`src/rtl/pcnt_pkg.sv`:
```
// Shared types for the presettable counter stage.
// Assumes: the clear is handled outside the synchronous mode set.
package pcnt_pkg;

    // Synchronous action taken on the next rising edge
    typedef enum logic [1:0] {
        MODE_HOLD  = 2'd0,
        MODE_COUNT = 2'd1,
        MODE_LOAD  = 2'd2
    } pcnt_mode_e;

endpackage

```
`src/rtl/pcnt_mode_dec.sv`:
```
// Mode decoder: picks the synchronous action from load and the two enables.
// Assumes: load outranks counting; counting needs both enables.
module pcnt_mode_dec
    import pcnt_pkg::*;
(
    input  logic       load_n,
    input  logic       en_par,
    input  logic       en_trk,
    output pcnt_mode_e mode
);

    // Priority choice: load, then count, then hold
    always_comb begin
        if (!load_n) begin
            mode = MODE_LOAD;
        end else if (en_par && en_trk) begin
            mode = MODE_COUNT;
        end else begin
            mode = MODE_HOLD;
        end
    end

endmodule

```
`src/rtl/pcnt_incr.sv`:
```
// Incrementer built as a bitwise carry chain.
// Also reports whether the input is all ones; the terminal count reuses that carry out.
// Assumes: WIDTH >= 1; the sum wraps naturally at the top.
module pcnt_incr #(
    parameter int WIDTH = 4
) (
    input  logic [WIDTH-1:0] val,
    output logic [WIDTH-1:0] val_inc,
    output logic             all_ones
);

    logic [WIDTH:0] carry;

    assign carry[0] = 1'b1;

    // One half-adder cell per bit
    for (genvar i = 0; i < WIDTH; i++) begin : g_bit
        assign val_inc[i]  = val[i] ^ carry[i];
        assign carry[i+1]  = val[i] & carry[i];
    end

    assign all_ones = carry[WIDTH];

endmodule

```
`src/rtl/pcnt_state_reg.sv`:
```
// State register with an asynchronous active-low clear.
// Applies the decoded synchronous mode on each rising edge.
// Assumes: the clear is released synchronously to clk by the surrounding logic.
module pcnt_state_reg
    import pcnt_pkg::*;
#(
    parameter int WIDTH = 4
) (
    input  logic             clk,
    input  logic             clr_n,
    input  pcnt_mode_e       mode,
    input  logic [WIDTH-1:0] load_val,
    input  logic [WIDTH-1:0] inc_val,
    output logic [WIDTH-1:0] state
);

    // Clear at once on clr_n low, otherwise load, count or hold on the edge
    always_ff @(posedge clk or negedge clr_n) begin
        if (!clr_n) begin
            state <= '0;
        end else begin
            case (mode)
                MODE_LOAD:  state <= load_val;
                MODE_COUNT: state <= inc_val;
                default:    state <= state;
            endcase
        end
    end

endmodule

```
`src/rtl/pcnt_stage.sv`:
```
// One cascadable counter stage: preset, count, hold, asynchronous clear.
// tc is combinational (all ones AND trickle enable) so stages can chain.
// Assumes: tc is used only as a data-level enable, never as a clock or a clear.
module pcnt_stage
    import pcnt_pkg::*;
#(
    parameter int WIDTH = 4
) (
    input  logic             clk,
    input  logic             clr_n,
    input  logic             load_n,
    input  logic [WIDTH-1:0] din,
    input  logic             en_par,
    input  logic             en_trk,
    output logic [WIDTH-1:0] q,
    output logic             tc
);

    pcnt_mode_e       mode;
    logic [WIDTH-1:0] q_inc;
    logic             q_full;

    pcnt_mode_dec u_dec (
        .load_n (load_n),
        .en_par (en_par),
        .en_trk (en_trk),
        .mode   (mode)
    );

    pcnt_incr #(.WIDTH(WIDTH)) u_inc (
        .val      (q),
        .val_inc  (q_inc),
        .all_ones (q_full)
    );

    pcnt_state_reg #(.WIDTH(WIDTH)) u_reg (
        .clk      (clk),
        .clr_n    (clr_n),
        .mode     (mode),
        .load_val (din),
        .inc_val  (q_inc),
        .state    (q)
    );

    // Terminal count gated only by the trickle enable
    assign tc = q_full & en_trk;

endmodule

```
`config.mk`:
```
export PLATFORM = sky130hd
export DESIGN_NAME = pcnt_stage
export DESIGN_NICKNAME = d
export VERILOG_FILES = /design/src/rtl/pcnt_pkg.sv /design/src/rtl/pcnt_mode_dec.sv /design/src/rtl/pcnt_incr.sv /design/src/rtl/pcnt_state_reg.sv /design/src/rtl/pcnt_stage.sv
export SDC_FILE = /design/constraint.sdc
export NUM_CORES = 1
export LEC_CHECK = 0
export BUFFER_PORTS_ARGS = -buffer_cell sky130_fd_sc_hd__buf_2
export CAP_MARGIN = 0
export CORE_AREA = 3 3 40 42
export CTS_CLUSTER_SIZE = 24
export DETAILED_ROUTE_END_ITERATION = 10
export DIE_AREA = 0 0 43 45
export MAX_ROUTING_LAYER = met4
export PLACE_DENSITY = 0.52
export SLEW_MARGIN = 20
export SYNTH_ARGS = -nofsm -noshare
export SYNTH_HDL_FRONTEND = slang
export SYNTH_SLANG_ARGS = --single-unit
```
`constraint.sdc`:
```
create_clock -name clk -period 3.6 [get_ports clk]
set_clock_uncertainty 0.1 [all_clocks]
set_input_delay 0.54 -clock clk [delete_from_list [all_inputs] [get_ports clk]]
set_output_delay 0.54 -clock clk [all_outputs]
set_load 0.02 [all_outputs]
```
-- After elaboration in Yosys (flattened, before gate mapping)
Index checks and enable logic that the tools add are counted.
- equal/unequal tests: 2
- mux-type cells: 3
- bitwise operators: 8
- reductions and logical operators: 2
- operators by type and width (kind ; number):
    4-bit one-hot mux with 2 select lines ; 1
    1-bit AND ; 4
    1-bit bitwise XOR ; 3
    2-bit by 1-bit == test with 1-bit output, second input constant ; 1
    2-bit == test, second input constant ; 1
    2-bit two-way mux ; 1
    2-bit nonzero test ; 1
    1-bit logical AND ; 1
    1-bit two-way mux ; 1
    1-bit NOT ; 1
- register bits after elaboration: 4
- input port bits: 9
- logic and storage cells: 16

-- Longest topological paths before layout
Gate-level depths: netlist of run 1.
- word-level depth: 5
- depth in mapped cells: 5
- mapped depth without buffers: 5

-- Hierarchy
From an unflattened synthesis of run 1, not the netlist that was laid out.
- cell total of the unflattened synthesis: 26
- area, all modules: 260.2 um^2
- modules (own cells, without submodules) (module ; times used ; cells each ; area an instance (um^2)):
    pcnt_state_reg ; 1 ; 19 ; 202.7
    pcnt_incr ; 1 ; 4 ; 41.3
    pcnt_mode_dec ; 1 ; 2 ; 10.0
    pcnt_stage ; 1 ; 1 ; 6.3

-- Least setup slack after synthesis of run 1
OpenSTA, ideal clock, no wires.
- kind: reg-to-output
- start: reg u_reg.state[0]
- end: out tc
- arrival time: 1218 ps
- path slack: 1742 ps
- stages on the path, launching flop included: 5
- buffers on the path: 0
- cell sequence: dfrtp_1 -> ha_1 -> ha_1 -> ha_1 -> and2_1
- word-level cells in the longest chain between the ends: 4
- RTL lines (item ; line ; source):
    start: declaration ; pcnt_state_reg.sv:14 ; output logic [WIDTH-1:0] state
    start signal: assignment ; pcnt_state_reg.sv:23 ; MODE_LOAD: state <= load_val;
    start signal: assignment ; pcnt_state_reg.sv:24 ; MODE_COUNT: state <= inc_val;
    start signal: assignment ; pcnt_state_reg.sv:25 ; default: state <= state;
    1-bit AND (3 in a row) ; pcnt_incr.sv:19 ; assign carry[i+1] = val[i] & carry[i];
    1-bit AND ; pcnt_stage.sv:46 ; assign tc = q_full & en_trk;
    end: declaration ; pcnt_stage.sv:16 ; output logic tc
Every way passes these cells.

-- Worst setup path after layout of run 1
Same ends and word-level chain as after synthesis.

==> results of run 1 <==
[power breakdown]
group / internal, mW / total, mW / switching (mW)
clock network: 0.0373 / 0.0561 / 0.0188
logic: 0.0175 / 0.0376 / 0.0201
registers: 0.0502 / 0.0543 / 0.00412
total: 0.105 / 0.148 / 0.0430
[layer usage]
| metal | track usage (%) | vias to the layer above | wire [µm] |
|---|---|---|---|
| met5 | - | - | 0 |
| met4 | 7.23 | 0 | 0 |
| met3 | 3.98 | 0 | 91 |
| met2 | 8.98 | 14 | 201 |
| met1 | 9.00 | 96 | 299 |
| li1 | - | 124 | - |
[stage by stage]
stage	total power [mW]	util, %	setup WS (ns)	hold WS, ns	area [µm²]
floorplan	0.0809	-	1.74	0.144	267
global placement	0.0929	25.7	1.73	0.254	330
detailed placement	0.0931	25.7	1.73	0.255	330
CTS	0.152	27.5	1.48	0.000799	353
global route	0.158	27.5	1.42	0.00326	353
finish	0.148	27.5	1.49	0.00827	353
[kinds of logic after synthesis]
group / Yosys count
and+or+nand+nor: 9
AOI/OAI and AO/OA: 8
DFF: 4
buffers and inverters: 3
adders and majority gates: 3
[area by class of cell]
cell class	instances	area share [%]
Multi-Input combinational cell	20	41.5
Sequential cell	4	28.4
Timing Repair Buffer	13	18.4
Clock buffer	3	6.38
Tap cell	15	5.32
[worst max-delay path, cell delays in order (launching register included)]
cell and delay [ns]:
sky130_fd_sc_hd__dfrtp_1 0.40, sky130_fd_sc_hd__ha_1 0.21, sky130_fd_sc_hd__ha_1 0.17, sky130_fd_sc_hd__ha_1 0.16, sky130_fd_sc_hd__and2_1 0.14, sky130_fd_sc_hd__buf_2 0.15
[synth_stat cells, drive strengths merged]
master  instances  area, µm²
a21bo           4       40.0
a31oi           4       25.0
and2            1       6.26
buf             2       16.3
clkbuf          1       3.75
dfrtp           4        100
ha              3       37.5
nand3           3       15.0
nand3b          1       7.51
nor2            4       15.0
[worst paths after layout]
kind | start | endpoint | slack, ns
worst min register to register | u_reg.state[0] | u_reg.state[0] | 0.51
max in group asynchronous | clr_n | u_reg.state[0] | 3.27
worst max register to register | u_reg.state[0] | u_reg.state[3] | 2.16
worst max-delay path | u_reg.state[0] | tc | 1.49
min in group clk | din[0] | u_reg.state[0] | 0.46
worst min-delay path | clr_n | u_reg.state[2] | 0.008
==> flow_summary.html, run 1 <==
<table>
<tr><th>Metric</th><th>Value</th></tr>
<tr><th colspan="2">CTS</th></tr>
<tr><td>Post-cts repair resize count</td><td>0</td></tr>
<tr><td>Clock edge transition at the registers on the reported setup and hold paths</td><td>0.04 ns</td></tr>
<tr><td>Number of H-tree levels</td><td>1</td></tr>
<tr><td>Post-CTS Hold Fix Bufs</td><td>0</td></tr>
<tr><td>TritonCTS clock tree</td><td>yes</td></tr>
<tr><td>CTS sink cnt</td><td>4</td></tr>
<tr><td>Root cell of the clock tree</td><td>sky130_fd_sc_hd__clkbuf_4</td></tr>
<tr><td>Number of buffers created by CTS</td><td>3</td></tr>
<tr><td>Worst skew pair latency</td><td>0.23 ns</td></tr>
<tr><td>Maximum buffer depth of the clock tree</td><td>2</td></tr>
<tr><td>Post-CTS Repair Setup Buffers</td><td>0</td></tr>
<tr><th colspan="2">Yosys</th></tr>
<tr><td>Arithmetic-cell share of the synthesized area counting full adders, half adders and majority gates</td><td>14.1%</td></tr>
<tr><td>Number of instances in the synthesized netlist</td><td>27</td></tr>
<tr><td>Syn Nets</td><td>39</td></tr>
<tr><td>Post-synthesis cell type count</td><td>11</td></tr>
<tr><td>Post-synthesis average cell area</td><td>9.87 µm²</td></tr>
<tr><td>Post-synthesis mux area share</td><td>0%</td></tr>
<tr><td>Cell area after synthesis</td><td>267 µm²</td></tr>
<tr><td>Area fraction in compound gates after synthesis</td><td>24.4%</td></tr>
<tr><td>Post-synthesis register bit count</td><td>4</td></tr>
<tr><td>Ys Warns</td><td>0</td></tr>
<tr><td>XOR/XNOR Fraction of Synth Area</td><td>0%</td></tr>
<tr><td>Simple-gate area share of the yosys netlist</td><td>16.4%</td></tr>
<tr><td>Sequential fraction of the synthesis area</td><td>37.6%</td></tr>
<tr><td>Largest family of logic cells by synthesized area</td><td>compound AO/OA/AOI/OAI gates</td></tr>
<tr><th colspan="2">Routing</th></tr>
<tr><td>Number of iterations in the first detailed-routing pass</td><td>2</td></tr>
<tr><td>Number of violations reported at the end of detailed-routing iteration 0</td><td>3</td></tr>
<tr><td>Ratio of routed vias to standard cells</td><td>4.25</td></tr>
<tr><td>Post-DRT Antenna Nets</td><td>0</td></tr>
<tr><td>WL per Instance</td><td>10.8 µm</td></tr>
<tr><td>Number of vias after detailed routing</td><td>234</td></tr>
<tr><td>WL final</td><td>593 µm</td></tr>
<tr><td>Drc violations</td><td>0</td></tr>
<tr><th colspan="2">Global routing</th></tr>
<tr><td>Wire length of the first global-routing pass</td><td>1.02 mm</td></tr>
<tr><td>Total routing resource utilization after global routing</td><td>7.66%</td></tr>
<tr><td>Largest net degree at the start of global routing</td><td>10</td></tr>
<tr><td>Number of global-route vias before repair</td><td>237</td></tr>
<tr><td>Number of antenna violations at the first check in global routing</td><td>0</td></tr>
<tr><td>Remaining Overflow, GRT</td><td>0</td></tr>
<tr><th colspan="2">Power and ir drop</th></tr>
<tr><td>Worst ir drop on vdd</td><td>0.109 mV</td></tr>
<tr><td>Static leakage</td><td>0.187 nW</td></tr>
<tr><td>Power per Cell Area</td><td>419 nW/µm²</td></tr>
<tr><th colspan="2">Timing</th></tr>
<tr><td>Slew Viols, Final</td><td>0</td></tr>
<tr><td>Final count of negative-setup-slack endpoints</td><td>0</td></tr>
<tr><td>Final number of hold-violating endpoints</td><td>0</td></tr>
<tr><td>Actual transition at the worst max-transition pin</td><td>0.156 ns</td></tr>
<tr><td>Highest clock frequency the design can meet</td><td>474 MHz</td></tr>
<tr><td>Rel. slew slack</td><td>89.6%</td></tr>
<tr><td>Setup repair after global routing missed its margin</td><td>false</td></tr>
<tr><td>Share of the cycle needed by the critical path after routing</td><td>58.6%</td></tr>
<tr><td>Final critical delay including setup and external delays</td><td>2.11 ns</td></tr>
<tr><td>Final TNS setup</td><td>0 ns</td></tr>
<tr><th colspan="2">Cells and area</th></tr>
<tr><td>Layout cell share with drive strength beyond 1</td><td>40.0%</td></tr>
<tr><td>Fill cell count</td><td>149</td></tr>
<tr><td>Inserted Diodes</td><td>0</td></tr>
<tr><td>Number of standard cells in the final layout excluding fillers</td><td>55</td></tr>
<tr><td>Leading cell type in the layout, fill and taps excluded</td><td>sky130_fd_sc_hd__buf_2</td></tr>
<tr><td>Leading registers by flop count</td><td>u_reg.state (4)</td></tr>
<tr><td>Layout net count</td><td>54</td></tr>
<tr><td>Register with the most flip-flops</td><td>u_reg.state</td></tr>
<tr><td>Area of all sequential standard cells</td><td>100 µm²</td></tr>
<tr><td>Area added between synthesis and finish</td><td>32.4%</td></tr>
<tr><td>Commonest cells after routing, fill and taps aside</td><td>sky130_fd_sc_hd__buf_2, sky130_fd_sc_hd__a21bo_1, sky130_fd_sc_hd__nor2_1, sky130_fd_sc_hd__a31oi_1, sky130_fd_sc_hd__dfrtp_1</td></tr>
<tr><td>Number of flip-flops in the largest register</td><td>4</td></tr>
<tr><td>Footprint of the multi-input gates</td><td>146 µm²</td></tr>
<tr><th colspan="2">Floorplan</th></tr>
<tr><td>I/O pins</td><td>14</td></tr>
<tr><td>Core Box Area</td><td>1280 µm²</td></tr>
<tr><td>Num rows</td><td>13</td></tr>
<tr><td>Full die area</td><td>1940 µm²</td></tr>
<tr><td>Die Height</td><td>45 µm</td></tr>
<tr><td>Starting Density</td><td>20.7%</td></tr>
<tr><td>Die extent in x</td><td>43 µm</td></tr>
<tr><th colspan="2">Placed design</th></tr>
<tr><td>Final RePlAce weighted congestion</td><td>0.639</td></tr>
<tr><td>Number of placed instances with taps included</td><td>52</td></tr>
<tr><td>Number of buffers inserted by port buffering</td><td>13</td></tr>
<tr><th colspan="2">Worst setup path</th></tr>
<tr><td>Crit Path Category</td><td>reg2out</td></tr>
<tr><td>Worst-path fanout max</td><td>4</td></tr>
<tr><td>Worst endpoint data arrival time</td><td>1.47 ns</td></tr>
<tr><td>Data required time at the worst endpoint</td><td>2.96 ns</td></tr>
<tr><td>Setup crit start kind</td><td>flop</td></tr>
<tr><td>Critical path capture point type</td><td>output port</td></tr>
<tr><td>Number of cells on the worst reg-to-reg path</td><td>5</td></tr>
<tr><th colspan="2">Status</th></tr>
<tr><td>Run status</td><td>finished clean</td></tr>
<tr><th colspan="2">Job</th></tr>
<tr><td>Max capacitance violation total</td><td>0</td></tr>
<tr><th colspan="2">Hold path</th></tr>
<tr><td>Class of the worst hold path</td><td>in2async</td></tr>
</table>
(Power assumes the default switching activity.)
==> inputs of run 2 (changes only) <==
Settings changed: ABC_AREA set to 1, PLACE_DENSITY 0.52 to 0.51.
Clock period 3.6 ns to 2 ns, I/O delays scaled along.
==> flow_summary.html, run 2 <==
<table>
<tr><th>Metric</th><th>Value</th></tr>
<tr><th colspan="2">Yosys</th></tr>
<tr><td>Leading cell types by total area after synthesis</td><td>sky130_fd_sc_hd__dfrtp_1, sky130_fd_sc_hd__nand3_1, sky130_fd_sc_hd__ha_1</td></tr>
<tr><td>Sequential fraction of the synthesis area</td><td>40.0% (+2.4 points)</td></tr>
<tr><td>Post-synth top area cell</td><td>sky130_fd_sc_hd__dfrtp_1</td></tr>
<tr><td>Commonest cells post-synth</td><td>sky130_fd_sc_hd__nand3_1, sky130_fd_sc_hd__nand2_1, sky130_fd_sc_hd__dfrtp_1, sky130_fd_sc_hd__nand4_1</td></tr>
<tr><td>Synth top area share</td><td>40.0% (+2.4 points)</td></tr>
<tr><td>Ys Warns</td><td>0 (unchanged)</td></tr>
<tr><td>Number of instances in the synthesized netlist</td><td>29 (+7.4%)</td></tr>
<tr><td>Post-synthesis register bit count</td><td>4 (unchanged)</td></tr>
<tr><td>Cell area after synthesis</td><td>250 µm² (-6.1%)</td></tr>
<tr><td>Syn Nets</td><td>41 (+5.1%)</td></tr>
<tr><td>Share of flip-flops with an asynchronous set or reset</td><td>100% (unchanged)</td></tr>
<tr><td>Post-synthesis cell type count</td><td>8 (-3)</td></tr>
<tr><td>EDFF count, synth</td><td>0 (unchanged)</td></tr>
<tr><td>Synth Flop Type</td><td>sky130_fd_sc_hd__dfrtp_1</td></tr>
<tr><td>Leading cell type by number of instances after synthesis</td><td>sky130_fd_sc_hd__nand3_1</td></tr>
<tr><td>Post-synthesis average cell area</td><td>8.63 µm² (-13%)</td></tr>
<tr><th colspan="2">Cells and area</th></tr>
<tr><td>Area added between synthesis and finish</td><td>42.0%</td></tr>
<tr><td>Fill cell count</td><td>151 (+1.3%)</td></tr>
<tr><td>Commonest cells after routing, fill and taps aside</td><td>sky130_fd_sc_hd__buf_2, sky130_fd_sc_hd__nand3_1, sky130_fd_sc_hd__nand2_1</td></tr>
<tr><td>Leading cell type in the layout, fill and taps excluded</td><td>sky130_fd_sc_hd__buf_2</td></tr>
<tr><td>Inserted Diodes</td><td>0 (unchanged)</td></tr>
<tr><td>Number of flip-flops in the largest register</td><td>4 (unchanged)</td></tr>
<tr><td>Leading registers by flop count</td><td>u_reg.state (4)</td></tr>
<tr><td>Register with the most flip-flops</td><td>u_reg.state</td></tr>
<tr><td>Layout net count</td><td>59 (+9.3%)</td></tr>
<tr><td>Layout cell share with drive strength beyond 1</td><td>37.8% (-2.2 points)</td></tr>
<tr><th colspan="2">Timing</th></tr>
<tr><td>Minimum hold slack</td><td>0.193 ns (+0.185 ns)</td></tr>
<tr><td>Final count of negative-setup-slack endpoints</td><td>0 (unchanged)</td></tr>
<tr><td>Final critical delay including setup and external delays</td><td>1.81 ns</td></tr>
<tr><td>Highest clock frequency the design can meet</td><td>553 MHz</td></tr>
<tr><td>Setup repair after global routing missed its margin</td><td>false</td></tr>
<tr><td>Rel. slew slack</td><td>90.4% (+0.79 points)</td></tr>
<tr><td>Actual transition at the worst max-transition pin</td><td>0.144 ns (-0.0118 ns)</td></tr>
<tr><td>Slew Viols, Final</td><td>0 (unchanged)</td></tr>
<tr><td>Final number of hold-violating endpoints</td><td>0 (unchanged)</td></tr>
<tr><td>Final TNS setup</td><td>0 ns (unchanged)</td></tr>
<tr><td>Share of the cycle needed by the critical path after routing</td><td>90.5%</td></tr>
<tr><th colspan="2">Worst setup path</th></tr>
<tr><td>Setup crit start kind</td><td>flop</td></tr>
<tr><td>Worst-path fanout max</td><td>4 (unchanged)</td></tr>
<tr><td>CP dominant cell by count</td><td>sky130_fd_sc_hd__ha_1</td></tr>
<tr><td>Crit Path Category</td><td>reg2out</td></tr>
<tr><td>Ordered list of cells on the worst path</td><td>ha_1 -&gt; ha_1 -&gt; ha_1 -&gt; nand2_1 -&gt; inv_1 -&gt; buf_2</td></tr>
<tr><td>Max stage delay on crit path</td><td>0.39 ns (about the same)</td></tr>
<tr><td>Cell type of the slowest stage on the worst timing path</td><td>sky130_fd_sc_hd__dfrtp_1</td></tr>
<tr><td>Worst endpoint data arrival time</td><td>1.41 ns (-0.06 ns)</td></tr>
<tr><td>Critical path capture point type</td><td>output port</td></tr>
<tr><td>CP bufs+invs</td><td>2 (+1)</td></tr>
<tr><td>Cell type group with the largest total delay on the critical path</td><td>adder cells</td></tr>
<tr><td>Data required time at the worst endpoint</td><td>1.60 ns (-1.36 ns)</td></tr>
<tr><th colspan="2">Floorplan</th></tr>
<tr><td>I/O pins</td><td>14 (unchanged)</td></tr>
<tr><td>Full die area</td><td>1940 µm² (unchanged)</td></tr>
<tr><td>Die Height</td><td>45 µm (unchanged)</td></tr>
<tr><td>Die extent in x</td><td>43 µm (unchanged)</td></tr>
<tr><td>Starting Density</td><td>19.5% (-1.3 points)</td></tr>
<tr><td>Core Box Area</td><td>1280 µm² (unchanged)</td></tr>
<tr><td>Num rows</td><td>13 (unchanged)</td></tr>
<tr><th colspan="2">CTS</th></tr>
<tr><td>Post-CTS Hold Fix Bufs</td><td>1 (+1)</td></tr>
<tr><td>Root cell of the clock tree</td><td>sky130_fd_sc_hd__clkbuf_4</td></tr>
<tr><td>CTS sink cnt</td><td>4 (unchanged)</td></tr>
<tr><td>Worst skew pair latency</td><td>0.23 ns (about the same)</td></tr>
<tr><td>Post-cts repair resize count</td><td>0 (unchanged)</td></tr>
<tr><td>Maximum buffer depth of the clock tree</td><td>2 (unchanged)</td></tr>
<tr><td>Number of H-tree levels</td><td>1 (unchanged)</td></tr>
<tr><td>Post-CTS Repair Setup Buffers</td><td>0 (unchanged)</td></tr>
<tr><td>TritonCTS clock tree</td><td>yes</td></tr>
<tr><td>Number of buffers created by CTS</td><td>3 (unchanged)</td></tr>
<tr><td>Clock edge transition at the registers on the reported setup and hold paths</td><td>0.04 ns (about the same)</td></tr>
<tr><th colspan="2">Global routing</th></tr>
<tr><td>Total routing resource utilization after global routing</td><td>7.50% (-0.16 points)</td></tr>
<tr><td>Number of antenna violations at the first check in global routing</td><td>0 (unchanged)</td></tr>
<tr><td>Number of global-route vias before repair</td><td>258 (+8.9%)</td></tr>
<tr><td>Remaining Overflow, GRT</td><td>0 (unchanged)</td></tr>
<tr><td>Wire length of the first global-routing pass</td><td>972 µm (-4.8%)</td></tr>
<tr><td>Largest net degree at the start of global routing</td><td>10 (unchanged)</td></tr>
<tr><th colspan="2">Placed design</th></tr>
<tr><td>Post-detailed-placement half-perimeter wirelength</td><td>504 µm</td></tr>
<tr><td>Number of buffers inserted by port buffering</td><td>13 (unchanged)</td></tr>
<tr><td>Final RePlAce weighted congestion</td><td>0.641 (+0.36%)</td></tr>
<tr><th colspan="2">Routing</th></tr>
<tr><td>WL final</td><td>560 µm (-5.6%)</td></tr>
<tr><td>Number of iterations in the first detailed-routing pass</td><td>1 (-1)</td></tr>
<tr><td>Number of vias after detailed routing</td><td>256 (+9.4%)</td></tr>
<tr><td>Post-DRT Antenna Nets</td><td>0 (unchanged)</td></tr>
<tr><td>Drc violations</td><td>0 (unchanged)</td></tr>
<tr><td>Ratio of routed vias to standard cells</td><td>4.27 (+0.28%)</td></tr>
<tr><td>Number of violations reported at the end of detailed-routing iteration 0</td><td>0 (-3)</td></tr>
<tr><td>WL per Instance</td><td>9.33 µm (-13%)</td></tr>
<tr><th colspan="2">Power and ir drop</th></tr>
<tr><td>Worst ir drop on vdd</td><td>0.241 mV (+120%)</td></tr>
<tr><td>Static leakage</td><td>0.203 nW (+8.8%)</td></tr>
<tr><td>Pwr Total</td><td>0.255 mW (+72%)</td></tr>
<tr><td>Power per Cell Area</td><td>718 nW/µm² (+71%)</td></tr>
<tr><th colspan="2">Status</th></tr>
<tr><td>Run status</td><td>finished clean</td></tr>
<tr><th colspan="2">Job</th></tr>
<tr><td>Max capacitance violation total</td><td>0 (unchanged)</td></tr>
<tr><th colspan="2">Hold path</th></tr>
<tr><td>Class of the worst hold path</td><td>in2reg</td></tr>
</table>
==> run 2: changes by cell type in the layout (fill, tap and decap cells not counted), sizes merged, moves of 3 or more <==
cell and delta:
nand2 +6, nand4 +4, nand3 +5, a31oi -4, nor2 -4, a21bo -4
inv +3
==> run 2: metrics by stage <==
step           instances  utilization [%]  setup WS, ns  instance area, µm²
4_1_cts               60             27.7         0.170                 355
2_1_floorplan         29                -         0.435                 250
3_5_place_dp          56             25.1         0.421                 323
6_report              60             27.7         0.191                 355
5_1_grt               60             27.7         0.116                 355
3_3_place_gp          56             25.1         0.432                 323
==> run 2: worst paths after layout <==
check,cells past startpoint,startpoint,slack [ns],to
worst min register to register,2,u_reg.state[1],0.45,u_reg.state[1]
worst max register to register,5,u_reg.state[0],0.56,u_reg.state[3]
worst max-delay path,6,u_reg.state[0],0.19,tc
min in group asynchronous,2,clr_n,0.30,u_reg.state[0]
max in group asynchronous,2,clr_n,1.38,u_reg.state[3]
worst min-delay path,3,din[1],0.19,u_reg.state[1]
==> run 2: per-layer routing <==
layer  track usage (%)  wire length (µm)  vias to the layer above
li1                  -                 -                      136
met1              7.33               218                      113
met2              11.4               291                        7
met3              3.98                50                        0
met4              5.42                 0                        0
met5                 -                 0                        -
==> run 2: worst register-to-register path: cells and delay by family, from the launching register on <==
kind | cells | cell delay (ns)
DFF | 1 | 0.39
and+or+nand+nor | 2 | 0.17
adders and majority gates | 3 | 0.66
==> run 2: final cells by class <==
type                       count  area (µm²)  area share, %
clock buffer                   3        22.5           6.34
inverter                       3        11.3           3.17
multi-input combinational     21         128           35.9
sequential                     4         100           28.2
tap                           15        18.8           5.28
timing repair buffer          14        75.1           21.1
==> run 2: logic make-up (layout without fill, tap and decap cells) <==
| kind of cell | count (synthesis) | count (layout) | synth area share, % |
|---|---|---|---|
| buf+inv | 4 | 20 | 9.00 |
| fa+ha+maj | 3 | 3 | 15.0 |
| simple gates | 18 | 18 | 36.0 |
| flops | 4 | 4 | 40.0 |
==> run 2: report_power, final <==
part	switching [mW]	internal (mW)
registers	0.00780	0.0908
logic	0.0362	0.0250
clock network	0.0285	0.0668
total	0.0725	0.183
